==> config.mk <==
export PLATFORM = sky130hd
export DESIGN_NAME = isu_intr_status
export DESIGN_NICKNAME = d
export VERILOG_FILES = /design/src/rtl/isu_pkg.sv /design/src/rtl/isu_evt_status.sv /design/src/rtl/isu_irq_combine.sv /design/src/rtl/isu_done_flag.sv /design/src/rtl/isu_intr_status.sv
export SDC_FILE = /design/constraint.sdc
export NUM_CORES = 1
export LEC_CHECK = 0
export BUFFER_PORTS_ARGS = -buffer_cell sky130_fd_sc_hd__buf_2
export CAP_MARGIN = 30
export CORE_AREA = 2 2 57 59
export CTS_CLUSTER_DIAMETER = 80
export DETAILED_ROUTE_END_ITERATION = 16
export DIE_AREA = 0 0 59 61
export GPL_TIMING_DRIVEN = 0
export HOLD_SLACK_MARGIN = 0.12
export PLACE_DENSITY = 0.82
export REMOVE_ABC_BUFFERS = 1
export SETUP_SLACK_MARGIN = 0.4
export SKIP_LAST_GASP = 1
export SYNTH_ARGS = -nofsm -noshare
export SYNTH_HDL_FRONTEND = slang
export SYNTH_SLANG_ARGS = --single-unit
==> constraint.sdc <==
create_clock -name clk -period 1 [get_ports clk]
set_input_delay 0.2 -clock clk [delete_from_list [all_inputs] [get_ports clk]]
set_output_delay 0.2 -clock clk [all_outputs]
set_load 0.01 [all_outputs]
==> src/rtl/isu_pkg.sv <==
package isu_pkg;
  localparam int EVT_W = 8;

  localparam int B_PKT_DONE = 7;
  localparam int B_ALL_DONE = 6;
  localparam int B_TX_OVF   = 5;
  localparam int B_RX_UNF   = 4;
  localparam int B_NACK     = 3;
  localparam int B_ARB_LOST = 2;
  localparam int B_TX_REQ   = 1;
  localparam int B_RX_REQ   = 0;

  typedef enum logic [1:0] {
    A_STAT = 2'd0,
    A_MASK = 2'd1,
    A_DONE = 2'd2,
    A_RSVD = 2'd3
  } isu_addr_e;

  typedef logic [EVT_W-1:0] evt_vec_t;

  // Next status: clear first, then set, so a set always wins.
  function automatic evt_vec_t f_w1c_next(evt_vec_t cur, evt_vec_t set, evt_vec_t clr);
    return (cur & ~clr) | set;
  endfunction

  // Effective enable, with packet-complete optionally forced on.
  function automatic evt_vec_t f_eff_mask(evt_vec_t mask, bit pkt_always);
    evt_vec_t m;
    m = mask;
    if (pkt_always) m[B_PKT_DONE] = 1'b1;
    return m;
  endfunction
endpackage

==> src/rtl/isu_evt_status.sv <==
module isu_evt_status
  import isu_pkg::*;
(
  input  logic     clk,
  input  logic     rst_n,
  input  evt_vec_t set_vec,
  input  evt_vec_t clr_vec,
  output evt_vec_t stat
);
  evt_vec_t stat_q;

  always_ff @(posedge clk) begin
    if (!rst_n) stat_q <= '0;
    else        stat_q <= f_w1c_next(stat_q, set_vec, clr_vec);
  end

  assign stat = stat_q;

  // every requested set is visible on the next edge, clear or not
  p_set_wins_r4: assert property (@(posedge clk) disable iff (!rst_n)
    (set_vec != '0) |=> ((stat_q & $past(set_vec)) == $past(set_vec)));

  // a clear without a coincident set drops the bit
  p_clear_r3: assert property (@(posedge clk) disable iff (!rst_n)
    ((clr_vec & ~set_vec) != '0) |=> ((stat_q & $past(clr_vec & ~set_vec)) == '0));

  // untouched bits hold their value
  p_hold_r3: assert property (@(posedge clk) disable iff (!rst_n)
    1'b1 |=> (((stat_q ^ $past(stat_q)) & ~$past(set_vec | clr_vec)) == '0));
endmodule

==> src/rtl/isu_irq_combine.sv <==
module isu_irq_combine
  import isu_pkg::*;
#(
  parameter bit PKT_ALWAYS = 1'b1
) (
  input  evt_vec_t stat,
  input  evt_vec_t mask,
  output evt_vec_t enabled,
  output logic     irq_core
);
  evt_vec_t eff;

  generate
    if (PKT_ALWAYS) begin : g_pkt_forced
      assign eff = f_eff_mask(mask, 1'b1);
    end else begin : g_pkt_masked
      assign eff = f_eff_mask(mask, 1'b0);
    end
  endgenerate

  assign enabled  = stat & eff;
  assign irq_core = |enabled;
endmodule

==> src/rtl/isu_done_flag.sv <==
module isu_done_flag #(
  parameter bit WRAP_EN = 1'b1
) (
  input  logic clk,
  input  logic rst_n,
  input  logic irq_core,
  input  logic clr,
  output logic done
);
  logic done_q;
  logic set_now;

  assign set_now = WRAP_EN & irq_core;

  always_ff @(posedge clk) begin
    if (!rst_n)       done_q <= 1'b0;
    else if (set_now) done_q <= 1'b1;
    else if (clr)     done_q <= 1'b0;
  end

  assign done = done_q;

  // an active core interrupt raises the done flag one edge later
  p_done_set_r8: assert property (@(posedge clk) disable iff (!rst_n)
    set_now |=> done_q);
endmodule

==> src/rtl/isu_intr_status.sv <==
module isu_intr_status
  import isu_pkg::*;
#(
  parameter int DATA_W     = 32,
  parameter int DONE_POS   = 30,
  parameter bit PKT_ALWAYS = 1'b1,
  parameter bit WRAP_EN    = 1'b1
) (
  input  logic              clk,
  input  logic              rst_n,
  input  logic              reg_we,
  input  logic [1:0]        reg_addr,
  input  logic [DATA_W-1:0] reg_wdata,
  output logic [DATA_W-1:0] reg_rdata,
  input  logic              ev_pkt_done,
  input  logic              ev_all_done,
  input  logic              ev_tx_ovf,
  input  logic              ev_rx_unf,
  input  logic              ev_nack,
  input  logic              ev_arb_lost,
  input  logic              lvl_tx_req,
  input  logic              lvl_rx_req,
  output logic              irq
);
  localparam int PAD_W = DATA_W - EVT_W;

  evt_vec_t set_vec, clr_vec, stat, mask_q, enabled;
  logic     wr_stat, wr_mask, wr_done, done_clr;
  logic     irq_core, done;
  logic     unused_wdata;

  assign wr_stat  = reg_we && (reg_addr == A_STAT);
  assign wr_mask  = reg_we && (reg_addr == A_MASK);
  assign wr_done  = reg_we && (reg_addr == A_DONE);
  assign done_clr = wr_done && reg_wdata[DONE_POS];
  assign clr_vec  = wr_stat ? reg_wdata[EVT_W-1:0] : '0;

  always_comb begin
    set_vec             = '0;
    set_vec[B_PKT_DONE] = ev_pkt_done;
    set_vec[B_ALL_DONE] = ev_all_done;
    set_vec[B_TX_OVF]   = ev_tx_ovf;
    set_vec[B_RX_UNF]   = ev_rx_unf;
    set_vec[B_NACK]     = ev_nack;
    set_vec[B_ARB_LOST] = ev_arb_lost;
    set_vec[B_TX_REQ]   = lvl_tx_req;
    set_vec[B_RX_REQ]   = lvl_rx_req;
  end

  assign unused_wdata = ^{reg_wdata[DATA_W-1:DONE_POS+1], reg_wdata[DONE_POS-1:EVT_W]};

  always_ff @(posedge clk) begin
    if (!rst_n)       mask_q <= '0;
    else if (wr_mask) mask_q <= reg_wdata[EVT_W-1:0];
  end

  isu_evt_status u_status (
    .clk     (clk),
    .rst_n   (rst_n),
    .set_vec (set_vec),
    .clr_vec (clr_vec),
    .stat    (stat)
  );

  isu_irq_combine #(.PKT_ALWAYS(PKT_ALWAYS)) u_combine (
    .stat     (stat),
    .mask     (mask_q),
    .enabled  (enabled),
    .irq_core (irq_core)
  );

  isu_done_flag #(.WRAP_EN(WRAP_EN)) u_done (
    .clk      (clk),
    .rst_n    (rst_n),
    .irq_core (irq_core),
    .clr      (done_clr),
    .done     (done)
  );

  assign irq = irq_core | done;

  always_comb begin
    reg_rdata = '0;
    case (reg_addr)
      A_STAT:  reg_rdata = {{PAD_W{1'b0}}, stat};
      A_MASK:  reg_rdata = {{PAD_W{1'b0}}, mask_q};
      A_DONE:  reg_rdata[DONE_POS] = done;
      default: reg_rdata = '0;
    endcase
  end

  // no enabled status and no done flag means a quiet line
  p_irq_quiet_r6: assert property (@(posedge clk) disable iff (!rst_n)
    ((enabled == '0) && !done) |-> !irq);

  // an enabled status bit always reaches the line
  p_irq_enabled_r6: assert property (@(posedge clk) disable iff (!rst_n)
    ((stat & mask_q) != '0) |-> irq);

  // packet-complete bypasses its mask when forced
  p_pkt_always_r7: assert property (@(posedge clk) disable iff (!rst_n)
    (PKT_ALWAYS && stat[B_PKT_DONE]) |-> irq);

  // a pending done flag holds the line high
  p_done_irq_r8: assert property (@(posedge clk) disable iff (!rst_n)
    done |-> irq);

  // without the wrapper the done flag never rises
  p_no_done_r9: assert property (@(posedge clk) disable iff (!rst_n)
    !WRAP_EN |-> !done);

  // a mask or reserved write with no event leaves status alone
  p_status_kept_r10: assert property (@(posedge clk) disable iff (!rst_n)
    (reg_we && (reg_addr != A_STAT) && (set_vec == '0)) |=> $stable(stat));
endmodule

# Yosys cells after proc, flatten, opt, wreduce, memory -nomap -nowiden
# Cells that the tools add are included.
# Widths: inputs -> output; s select.
[word_totals]
regBits = 17
latch_bits = 0
mem_bits_rw = 0
mem_bits_ro = 0
in_bits = 45
output_inout_bits = 33
wordCells = 22
n_memories = 0
[classes]
addsub = 0
mul = 0
n_div = 0
n_lt_le_gt_ge = 0
eq_ne = 2
n_shift = 0
muxes = 5
bitwise = 5
n_reduce_logical = 7
[ops]
columns = ["op", "count"]
rows = [
  ["$and 8x8->8", 2],
  ["$pmux 8 s2", 1],
  ["$mux 8", 1],
  ["$not 8->8", 1],
  ["$or 8x8->8", 1],
  ["$reduce_or 8->1", 1],
  ["$logic_and 1x1->1", 4],
  ["$mux 1", 3],
  ["$eq 2x1->1 const B", 1],
  ["$eq 2x2->1 const B", 1],
  ["$logic_not 2->1", 1],
  ["$reduce_bool 2->1", 1],
  ["$or 1x1->1", 1],
]

# Logic depth before layout (Yosys ltp)
[depth]
ltp_word = 6
depth_mapped = 4
depth_no_buf = 3

# By module
# A second synthesis with hierarchy kept.
[hier_totals]
hier_cells = 129
area_unflattened_um2 = 1167.4
[by_module_without_submodules]
columns = ["module", "n_inst", "cells_per_inst", "area_per_inst_um2", "seq_area_each_um2"]
rows = [
  ["isu_intr_status", 1, 90, 713.2, 160.2],
  ["isu_evt_status", 1, 25, 337.8, 160.2],
  ["isu_irq_combine", 1, 11, 75.1, 0.0],
  ["isu_done_flag", 1, 3, 41.3, 20.0],
]

# Worst setup path before layout
# OpenSTA, ideal clock, no wires.
[synth_timing]
kind = "reg-to-output"
startpoint = "register u_status.stat_q[1], in the netlist u_status.stat[1]"
endpoint = "output port irq"
arrival_ns = 0.927
required_ns = 0.800
setup_slack_ns = -0.127
path_stages_with_launch = 4
cell_sequence = "dfxtp_1 > a22oi_1 > nand2_1 > or3_1"
[synth_between]
elab_chain_len = 3
[synth_lines]
columns = ["item", "line", "source"]
rows = [
  ["start: declaration", "isu_evt_status.sv:10", "evt_vec_t stat_q;"],
  ["start signal: assignment", "isu_evt_status.sv:14", "else stat_q <= f_w1c_next(stat_q, set_vec, clr_vec);"],
  ["$and 8x8->8", "isu_irq_combine.sv:21", "assign enabled = stat & eff;"],
  ["$reduce_or 8->1", "isu_irq_combine.sv:22", "assign irq_core = |enabled;"],
  ["$or 1x1->1", "isu_intr_status.sv:80", "assign irq = irq_core | done;"],
  ["end: declaration", "isu_intr_status.sv:23", "output logic irq"],
]
# Every way passes these cells.

# Worst setup path in the final report
[layout_timing]
startpoint = "register mask_q[0]"
endpoint = "output port irq"
[layout_between]
elab_chain_len = 3
[layout_lines]
columns = ["item", "line", "source"]
rows = [
  ["start: declaration", "isu_intr_status.sv:27", "evt_vec_t set_vec, clr_vec, stat, mask_q, enabled;"],
  ["start signal: assignment", "isu_intr_status.sv:54", "else if (wr_mask) mask_q <= reg_wdata[EVT_W-1:0];"],
  ["$and 8x8->8", "isu_irq_combine.sv:21", ""],
  ["$reduce_or 8->1", "isu_irq_combine.sv:22", ""],
  ["$or 1x1->1", "isu_intr_status.sv:80", ""],
]
# Every way passes these cells.

==> impl_metrics.json <==
{
  "grt_pass1_wl_mm": 3.06,
  "ant_nets": 0,
  "fin_cells": 175,
  "timing.critical_path.buf_inv": 1,
  "cts_tree": "yes",
  "fp.dieH_um": 61,
  "rows": 20,
  "outcome": "complete, but fails checks",
  "setup-violations-final": 10,
  "die_area_um2": 3600,
  "via_count": 786,
  "crit_slowest_cell": "or3_1",
  "wl_per_cell_um": 12.0,
  "clock-sinks": 17,
  "core-area_um2": 2950,
  "cp_cell_sequence": "a22oi_2 -> nand2_1 -> or3_1 -> buf_2",
  "syn_area_um2": 996,
  "syn_avg_cell_area_um2": 9.40,
  "fin_ws_ps": -591,
  "finalNetCount": 188,
  "yosysWarnings": 0,
  "totalWireLength_mm": 2.09,
  "fin_skew_ps": 2.12,
  "crit_family": "simple AND/OR/NAND/NOR gates",
  "startpoint_type": "flop",
  "htreeDepth": 1,
  "slowest_delay_ps": 360,
  "grt_pass1_vias": 687,
  "yosysUniqueCellTypes": 21,
  "worst_hold_path_type": "input pin to flop",
  "firstDrtPassIters": 4,
  "worstPathArrival_ps": 1390,
  "clk_latency_ps": 280,
  "ctsRootBufferMaster": "clkbuf_4",
  "drv_cap": 0,
  "path_clk_slew_ps": 90,
  "place_ws_ps": -449,
  "ios": 78,
  "drt-initial-drc-count": 21,
  "path_class": "flop to primary output",
  "ys_seq_area_share_pct": 34.2,
  "dp.cells": 165,
  "start_util_pct": 33.7,
  "fmax_mhz": 628,
  "finalCriticalPeriod_ps": 1590,
  "total_leakage_power_uw": 0.000651,
  "vias_per_cell": 4.49,
  "drive_gt1_share_pct": 47.2,
  "vdd_ir_drop_max_v": 0.000363,
  "syn_inst": 106,
  "overflow": 0,
  "powerDensity_nw_per_um2": 1120,
  "io_buffers": 31,
  "cp.required_ps": 800,
  "violations": "setup timing",
  "gp_congestion": 0.721,
  "cp-end-kind": "primary output",
  "report.final.hold_viol_count": 0,
  "antenna_cells": 0,
  "drv_slew": 0,
  "cts_buffer_depth": 2,
  "numCtsBuffers": 3,
  "drcViolationCount": 0,
  "fin_crit_sh_pct": 159,
  "grt_start_max_net_pins": 18,
  "grt_usage_pct": 11.5,
  "area_delta_synth_final_pct": 28.0,
  "rsz0062_at_grt": "yes",
  "synth-seq-cells": 17,
  "die_w_um": 59,
  "antenna_found_initial": 0,
  "worstPathMaxFanout": 2
}
per-stage QoR:
stage | util (%) | hold WS [ps] | cell area (um2) | total power (uW) | setup TNS, ps
floorplan | - | 318 | 881 | 908 | -127
global placement | 36.5 | 411 | 1080 | 1010 | -7920
CTS | 40.8 | 104 | 1210 | 1430 | -2070
detailed placement | 36.5 | 412 | 1080 | 1020 | -8080
global route | 43.2 | 107 | 1270 | 1530 | -2630
finish | 43.2 | 118 | 1270 | 1430 | -1910
cell type report:
type / instances / area, um2
repair buffers: 37 / 263
clock buffers: 4 / 26.3
fillers: 286 / 1680
flip-flops and latches: 17 / 362
multi-input cells: 84 / 583
well taps: 33 / 41.3
sequential cells by signal (all words and copies together), names as in the netlist:
register / count
u_status.stat: 8
mask_q: 8
u_done.done: 1
cells in the mapped netlist (all sizes together):
library cell / instances / area, um2
a21boi: 8 / 60.1
a21oi: 1 / 5.00
a22oi: 3 / 22.5
and2: 1 / 6.26
and3b: 1 / 8.76
buf: 26 / 194
clkbuf: 1 / 3.75
conb: 1 / 3.75
dfxtp: 17 / 340
mux2i: 16 / 160
nand2: 2 / 7.51
nand3b: 1 / 7.51
nand4b: 1 / 8.76
nor2: 8 / 30.0
nor2b: 8 / 50.1
nor3b: 1 / 12.5
o21a: 8 / 60.1
o31a: 1 / 8.76
or3: 1 / 6.26
cell families (layout without fill, tap and decap cells):
family	Yosys count	in the layout	synth area share [%]
AO/OA/AOI/OAI	21	21	15.7
other	1	23	0.377
buffers and inverters	27	41	19.8
flip-flops	17	17	34.2
multiplexers	16	16	16.1
AND/OR/NAND/NOR	24	24	13.8
layout by cell type, fill, tap and decap left out, drive strengths merged, types with 3 or more instances in the layout:
master and instances:
conb 23, o21a 8, clkbuf 5, a21boi 8, mux2i 16, a22oi 3, nor2 8, buf 36
nor2b 8, dfxtp 17
path summary, 6_finish.rpt:
path                           from                          end  slack (ps)  cells after the start
max          mask_q[0]$_SDFFE_PN0P_                          irq        -590                      4
max reg2reg  mask_q[0]$_SDFFE_PN0P_     u_done.done$_SDFFE_PN0P_          30                      3
min                      lvl_rx_req  u_status.stat[0]$_SDFF_PN0_         120                      2
min reg2reg  mask_q[6]$_SDFFE_PN0P_       mask_q[6]$_SDFFE_PN0P_         530                      2
power by group:
group	total, uW	switching [uW]	internal (uW)
clock	357	202	155
sequential	752	28.3	724
combinational	323	159	164
worst register-to-register path, cell delays in order (launching register included):
cell	delay (ps)
dfxtp_2	330
a22oi_2	180
nand2_1	90
o31a_1	270
metal layers:
metal | track usage [%] | vias to the layer above | routed length (um)
met4 | 4.87 | 0 | 10
met2 | 19.5 | 40 | 1030
met3 | 2.99 | 2 | 152
met1 | 13.8 | 355 | 897
li1 | - | 389 | -
met5 | 0 | - | 0
what timing repair did:
action	in CTS	in global routing
gates resized for setup	35	12
endpoints found under the setup margin	27	27
pin swaps	9	1
cloned	0	1
endpoints found under the hold margin	7	4
buffers inserted	4	1
Note: power is estimated with default switching activity, not from simulation.
